## src/rtl/slp_pkg.sv

```systemverilog
package slp_pkg;

    localparam int NUM_SRC   = 9;
    localparam int SRC_ADC   = 0;
    localparam int SRC_ADDR  = 1;
    localparam int SRC_TOVF  = 2;
    localparam int SRC_TCMP  = 3;
    localparam int SRC_MEM   = 4;
    localparam int SRC_LVL0  = 5;
    localparam int SRC_LVL1  = 6;
    localparam int SRC_EDGE  = 7;
    localparam int SRC_OTHER = 8;

    typedef enum logic [2:0] {
        M_IDLE  = 3'd0,
        M_ADCQ  = 3'd1,
        M_PDOWN = 3'd2,
        M_PSAVE = 3'd3
    } slp_mode_e;

    typedef enum logic [1:0] {
        ST_AWAKE   = 2'd0,
        ST_SLEEP   = 2'd1,
        ST_RESTART = 2'd2
    } slp_state_e;

    typedef struct packed {
        logic cpu;
        logic flash;
        logic io;
        logic adc;
        logic tmr;
    } clk_en_t;

    function automatic logic is_deep(slp_mode_e m);
        return (m == M_PDOWN) || (m == M_PSAVE);
    endfunction

    function automatic clk_en_t clk_map(logic awake, slp_mode_e m, logic asel);
        clk_en_t c;
        c = '{cpu: 1'b0, flash: 1'b0, io: 1'b0, adc: 1'b0, tmr: asel};
        if (awake) begin
            c.cpu   = 1'b1;
            c.flash = 1'b1;
            c.io    = 1'b1;
            c.adc   = 1'b1;
        end else begin
            case (m)
                M_IDLE:  begin c.io = 1'b1; c.adc = 1'b1; end
                M_ADCQ:  c.adc = 1'b1;
                M_PDOWN: c.tmr = 1'b0;
                default: ;
            endcase
        end
        return c;
    endfunction

    function automatic logic [NUM_SRC-1:0] wake_mask(slp_mode_e m, logic asel);
        logic [NUM_SRC-1:0] deep_set;
        logic [NUM_SRC-1:0] mk;
        deep_set = '0;
        deep_set[SRC_ADDR] = 1'b1;
        deep_set[SRC_LVL0] = 1'b1;
        deep_set[SRC_LVL1] = 1'b1;
        deep_set[SRC_EDGE] = 1'b1;
        case (m)
            M_IDLE: mk = '1;
            M_ADCQ: begin
                mk = '1;
                mk[SRC_OTHER] = 1'b0;
            end
            M_PDOWN: mk = deep_set;
            default: begin
                mk = deep_set;
                mk[SRC_TOVF] = asel;
                mk[SRC_TCMP] = asel;
            end
        endcase
        return mk;
    endfunction

endpackage

```

## src/rtl/slp_wake_qual.sv

```systemverilog
module slp_wake_qual
    import slp_pkg::*;
#(
    parameter int HOLD_CYC = 4
) (
    input  logic               clk,
    input  logic               rst,
    input  logic               arm,
    input  slp_mode_e          mode,
    input  logic [NUM_SRC-1:0] irq,
    input  logic               async_sel,
    input  logic [1:0]         tmr_ie,
    input  logic               gie,
    output logic               hit
);
    localparam int CW = $clog2(HOLD_CYC + 1);
    localparam logic [CW-1:0] FULL = CW'(HOLD_CYC - 1);

    logic [NUM_SRC-1:0] qual;
    logic [NUM_SRC-1:0] held_ok;

    always_comb begin
        qual = irq;
        qual[SRC_TOVF] = irq[SRC_TOVF] & tmr_ie[0] & gie;
        qual[SRC_TCMP] = irq[SRC_TCMP] & tmr_ie[1] & gie;
    end

    for (genvar g = 0; g < NUM_SRC; g++) begin : g_src
        if (g == SRC_LVL0 || g == SRC_LVL1) begin : g_lvl
            logic [CW-1:0] run;
            always_ff @(posedge clk) begin
                if (rst || !arm || !irq[g]) begin
                    run <= '0;
                end else if (run != FULL) begin
                    run <= run + 1'b1;
                end
            end
            assign held_ok[g] = !is_deep(mode) || (run == FULL);
        end else begin : g_pass
            assign held_ok[g] = 1'b1;
        end
    end

    assign hit = arm && |(qual & wake_mask(mode, async_sel) & held_ok);

endmodule

```

## src/rtl/slp_restart_cnt.sv

```systemverilog
module slp_restart_cnt #(
    parameter int DLY1 = 16,
    parameter int DLY2 = 256,
    parameter int DLY3 = 1024
) (
    input  logic       clk,
    input  logic       rst,
    input  logic       load,
    input  logic [1:0] sel,
    output logic       zero_len,
    output logic       done
);
    localparam int CW = $clog2(DLY3 + 1);

    logic [CW-1:0] span;
    logic [CW-1:0] cnt;

    always_comb begin
        case (sel)
            2'd1:    span = CW'(DLY1);
            2'd2:    span = CW'(DLY2);
            2'd3:    span = CW'(DLY3);
            default: span = '0;
        endcase
    end

    always_ff @(posedge clk) begin
        if (rst) begin
            cnt <= '0;
        end else if (load) begin
            cnt <= span;
        end else if (cnt != '0) begin
            cnt <= cnt - 1'b1;
        end
    end

    assign zero_len = (span == '0);
    assign done     = (cnt == CW'(1));

endmodule

```

## src/rtl/sleep_ctrl.sv

```systemverilog
module sleep_ctrl
    import slp_pkg::*;
#(
    parameter int DLY1     = 16,
    parameter int DLY2     = 256,
    parameter int DLY3     = 1024,
    parameter int HOLD_CYC = 4
) (
    input  logic               clk,
    input  logic               rst,
    input  logic               sleep_pulse,
    input  logic               sleep_en,
    input  logic [2:0]         mode_sel,
    input  logic               async_sel,
    input  logic               adc_on,
    input  logic [1:0]         dly_sel,
    input  logic [1:0]         tmr_ie,
    input  logic               gie,
    input  logic               rst_req,
    input  logic [NUM_SRC-1:0] irq,
    output logic               clk_en_cpu,
    output logic               clk_en_flash,
    output logic               clk_en_io,
    output logic               clk_en_adc,
    output logic               clk_en_tmr,
    output logic               adc_start,
    output logic               wake_done
);
    slp_state_e state;
    slp_mode_e  mode_q;
    logic       done_q;
    logic       adc_q;
    logic       entry;
    logic       hit;
    logic       load;
    logic       zero_len;
    logic       cnt_done;
    clk_en_t    ce;

    assign entry = (state == ST_AWAKE) && sleep_pulse && sleep_en
                   && !mode_sel[2] && !rst_req;
    assign load  = (state == ST_SLEEP) && !rst_req && hit && is_deep(mode_q);

    slp_wake_qual #(.HOLD_CYC(HOLD_CYC)) i_qual (
        .clk       (clk),
        .rst       (rst),
        .arm       (state == ST_SLEEP),
        .mode      (mode_q),
        .irq       (irq),
        .async_sel (async_sel),
        .tmr_ie    (tmr_ie),
        .gie       (gie),
        .hit       (hit)
    );

    slp_restart_cnt #(.DLY1(DLY1), .DLY2(DLY2), .DLY3(DLY3)) i_rcnt (
        .clk      (clk),
        .rst      (rst),
        .load     (load),
        .sel      (dly_sel),
        .zero_len (zero_len),
        .done     (cnt_done)
    );

    always_ff @(posedge clk) begin
        if (rst) begin
            state  <= ST_AWAKE;
            mode_q <= M_IDLE;
            done_q <= 1'b0;
            adc_q  <= 1'b0;
        end else begin
            done_q <= 1'b0;
            adc_q  <= 1'b0;
            case (state)
                ST_AWAKE: begin
                    if (entry) begin
                        state  <= ST_SLEEP;
                        mode_q <= slp_mode_e'(mode_sel);
                        adc_q  <= adc_on && !mode_sel[1];
                    end
                end
                ST_SLEEP: begin
                    if (rst_req) begin
                        state  <= ST_AWAKE;
                        mode_q <= M_IDLE;
                    end else if (hit) begin
                        if (is_deep(mode_q) && !zero_len) begin
                            state <= ST_RESTART;
                        end else begin
                            state  <= ST_AWAKE;
                            done_q <= 1'b1;
                        end
                    end
                end
                ST_RESTART: begin
                    if (rst_req) begin
                        state  <= ST_AWAKE;
                        mode_q <= M_IDLE;
                    end else if (cnt_done) begin
                        state  <= ST_AWAKE;
                        done_q <= 1'b1;
                    end
                end
                default: state <= ST_AWAKE;
            endcase
        end
    end

    assign ce           = clk_map(state == ST_AWAKE, mode_q, async_sel);
    assign clk_en_cpu   = ce.cpu;
    assign clk_en_flash = ce.flash;
    assign clk_en_io    = ce.io;
    assign clk_en_adc   = ce.adc;
    assign clk_en_tmr   = ce.tmr;
    assign adc_start    = adc_q;
    assign wake_done    = done_q;

endmodule

```

## config.mk

```make
export PLATFORM = sky130hd
export DESIGN_NAME = sleep_ctrl
export DESIGN_NICKNAME = d
export VERILOG_FILES = /design/src/rtl/slp_pkg.sv /design/src/rtl/slp_wake_qual.sv /design/src/rtl/slp_restart_cnt.sv /design/src/rtl/sleep_ctrl.sv
export SDC_FILE = /design/constraint.sdc
export NUM_CORES = 1
export LEC_CHECK = 0
export BUFFER_PORTS_ARGS = -buffer_cell sky130_fd_sc_hd__buf_2
export CAP_MARGIN = 30
export CORE_MARGIN = 1
export CORE_UTILIZATION = 48
export CTS_CLUSTER_DIAMETER = 150
export DETAILED_ROUTE_END_ITERATION = 10
export GPL_TIMING_DRIVEN = 0
export PLACE_DENSITY = 0.85
export SYNTH_ARGS = -nofsm -noshare
export SYNTH_HDL_FRONTEND = slang
export SYNTH_SLANG_ARGS = --single-unit
export TNS_END_PERCENT = 30
```

## constraint.sdc

```tcl
create_clock -name clk -period 1.7 [get_ports clk]
set_input_delay 0.085 -clock clk [delete_from_list [all_inputs] [get_ports clk]]
set_output_delay 0.085 -clock clk [all_outputs]
set_load 0.01 [all_outputs]
```

==> impl_results.md <==
- Port Buffers: 30
- Reg-to-Reg End: state[0]
- Reg-to-reg slack, setup: -0.1 ns
- CORE AREA: 2734 sq um
- Antenna Violating Nets Remaining: 0
- Final Total Pwr: 0.002056 W
- Clk_skew: 0.006232 ns
- Sink Count: 24
- Post-DP Area: 1620 sq um
- Mux cell area share after synthesis: 0.05888
- Flops & latches, synth: 24
- Gr usage total: 0.2056
- Synth Area in XOR/XNOR: 0.03804
- Fraction of layout cells with a size suffix above 1: 0.3821
- CTS H-tree depth: 1
- Setup Slack @ Placement: -0.1326 ns
- Num CTS Buffers: 3
- DRC Markers: 0
- Initial Utilization: 0.5053
- First-pass GRT wire length: about 5100 um
- Drt wl/cell: 12.66 um
- Post-Syn Nets: ~200
- Commonest non-fill, non-tap cell in the layout: buf_2
- DRT Pass-1 Iters: 4
- Fin crit period: between 1.5 and 2 ns
- Initial antenna violation count: 0
- Hold EP: adc_start
- Unique masters post-synth: 41
- WS Path Type: reg -> reg
- Worst hold path type: in -> reg
- CTS tree: built
- CP required: 1.90 ns
- Outcome: complete, but fails checks
- Layout Nets: 247
- Worst-case clock buffer depth: 2
- Vias: 1299
- Slew Viols, Final: 0
- Area grow syn2layout: 35.69%
- CTS root buf: clkbuf_4
- Synth Area in Compound Gates: 0.1395
- Slew headroom: 0.6805
- Most frequent cells in the layout: buf_2, nor2_1, dfxtp_1
- Die Footprint: ~3100 sq um
- Worst-path clk slew: 0.13 ns
- Critical path's top delay family: simple AND/OR/NAND/NOR gates
- Synth Warn #: 0
- Period Utilization, post-route: 1.057
- Vias in the first global route: 1243
- Top-Level Pins: 31
- F_max: 556.5 MHz
- DPL Wire Length: between 2000 and 2500 um
- Row cnt: 19
- Vias per cell: 5.346
- Max incr delay on CP: between 0.3 and 0.4 ns
- Slowest CP cell: dfxtp_2
- Antenna Cells: 0
- Filler cells: 223
- Largest family of logic cells by synthesized area: simple AND/OR/NAND/NOR gates
- Overflow after GRT: 0
- Die Wd: 55.65 um
- Crit path max fanout: 3
- Hold wc startpoint: adc_on
- RR Startpoint: i_qual.g_src[6].g_lvl.run[1]
- Max Cap Viol: 0
- Cell count after synthesis: 165
- RSZ-0062 raised after global routing: yes
- Syn Std Cell Area: 1381 sq um
- Seq/Total Area, Yosys: 0.3478
- Total Wirelength: 3076 um
- Die height: 55.65 um
- Leak pwr: 0.7646 nW
- Crit end category: flop
- GP Congestion: approximately 0.82
- Actual slew at the worst max-slew pin: 0.4757 ns
- CP bufs+invs: 1
- Final Core Density: 0.6856
- Post-synthesis simple-gate area fraction: 0.2908
- Final setup viols: 11
- Max VDD drop: about 1400 uV
- Failing checks: negative setup slack
- Syn Area/Cell: 8.372 sq um
- CP Data Arrival Time: 2.00 ns
- Largest net degree at the start of global routing: 13
- Hold path depth: 2
- Cell area after layout: approximately 1900 sq um
- Cell Chain, Critical Path: ha_4 -> ha_4 -> a211oi_2 -> nand2_2 -> buf_6 -> nor4_4 -> or3_1 -> a211oi_1
- Worst Slack Setup Final: -0.09698 ns
- Clk Latency, worst-skew pair: 0.32 ns
- Crit start category: flop
- Worst r2r path cells: 8
- Drt first-iter violations: 31
- Pwr/cell area: 1097 nW/um^2
- Post-synthesis adder-cell area fraction: 0.08152
- Crit-path most repeated cell: ha_4
- Hold violation count in the final report: 0
metrics by stage:
step	setup TNS, ns	hold slack (ns)	cells
after floorplan	-0.009447	0.1617	165
after global placement	-0.8005	0.2627	226
after detailed placement	-0.8363	0.2705	226
after CTS	-0.2988	0.02085	240
after global routing	-1.336	0.02287	243
final	-0.4991	0.02592	243
worst max-delay path by stage:
| stage | from | endpoint | cells past startpoint | slack, ns |
|---|---|---|---|---|
| CTS | i_rcnt.cnt[7] | state[0] | 5 | -0.07 |
| floorplan | mode_q[2] | i_rcnt.cnt[8] | 5 | -0.007 |
| detailed placement | i_qual.g_src[6].g_lvl.run[0] | i_rcnt.cnt[1] | 8 | -0.13 |
| global placement | i_qual.g_src[6].g_lvl.run[0] | i_rcnt.cnt[1] | 8 | -0.14 |
| global route | i_qual.g_src[6].g_lvl.run[1] | state[0] | 8 | -0.17 |
| finish | i_qual.g_src[6].g_lvl.run[1] | state[0] | 8 | -0.1 |
power breakdown:
group | internal [W] | switching, W
sequential | 0.000661 | 0.000106
clock | 0.0000830 | 0.000166
combinational | 0.000517 | 0.000523
sequential cells by signal, indices dropped and copies added, names as in the netlist:
signal / count
mode_q: 3
state: 2
i_qual.g_src.g_lvl.run: 6
wake_done: 1
i_rcnt.cnt: 11
adc_start: 1
cell type report:
class / instances / area (sq um) / area share
repair buffers: 44 / 265.3 / 0.1415
clock buffers: 3 / 22.52 / 0.01202
plain buffers: 4 / 31.28 / 0.01669
well taps: 31 / 38.79 / 0.02069
flip-flops and latches: 24 / 496.7 / 0.2650
multi-input cells: 126 / 978.4 / 0.5220
inverters: 11 / 41.29 / 0.02203
synthesized netlist by cell type (all sizes together):
cell type	count	area, sq um
o2111ai	1	8.760
nand2b	6	37.54
or3	1	6.260
nand4	2	12.51
a21oi	8	40.04
o41a	1	11.26
nor4bb	1	10.01
ha	9	112.6
o22ai	1	6.260
and3b	1	8.760
or4	1	11.26
o21bai	1	7.510
xnor2	2	17.52
nor4b	1	8.760
o21ai	3	15.01
a22oi	1	7.510
nand3	4	20.02
nor2b	7	43.79
inv	11	41.29
a31oi	1	6.260
o31ai	2	15.01
nor3	4	20.02
dfxtp	24	480.5
nand3b	1	7.510
o211ai	1	7.510
buf	1	7.510
mux2	1	11.26
xor2	4	35.03
or3b	1	8.760
nand2	11	41.29
a211oi	6	50.05
a32oi	1	8.760
mux2i	7	70.07
o2bb2ai	1	8.760
nor4	4	40.04
clkbuf	3	11.26
or2	2	12.51
nor2	28	112.6
per-layer routing:
layer,routed length [um],track usage,vias to the layer above
met5,0,0,-
met4,45,0.07857,0
met3,101,0.03023,5
met2,1486,0.3494,30
met1,1443,0.2628,593
li1,-,-,671
cells by family (layout without fill, tap and decap cells):
logic type               count (synthesis)  after routing
adder cells (fa/ha/maj)                  9              9
AND/OR/NAND/NOR                         75             75
multiplexers                             8              8
XOR/XNOR                                 6              6
flip-flops                              24             24
AO/OA/AOI/OAI                           28             28
buffers and inverters                   15             62
timing repair:
item,CTS,global route
setup endpoints to repair,14,17
gates resized for setup,21,14
buffers inserted,10,3
hold buffers,1,0
endpoints found under the hold margin,1,0
pin swaps,15,13
Power figures use the tool's default switching activity.
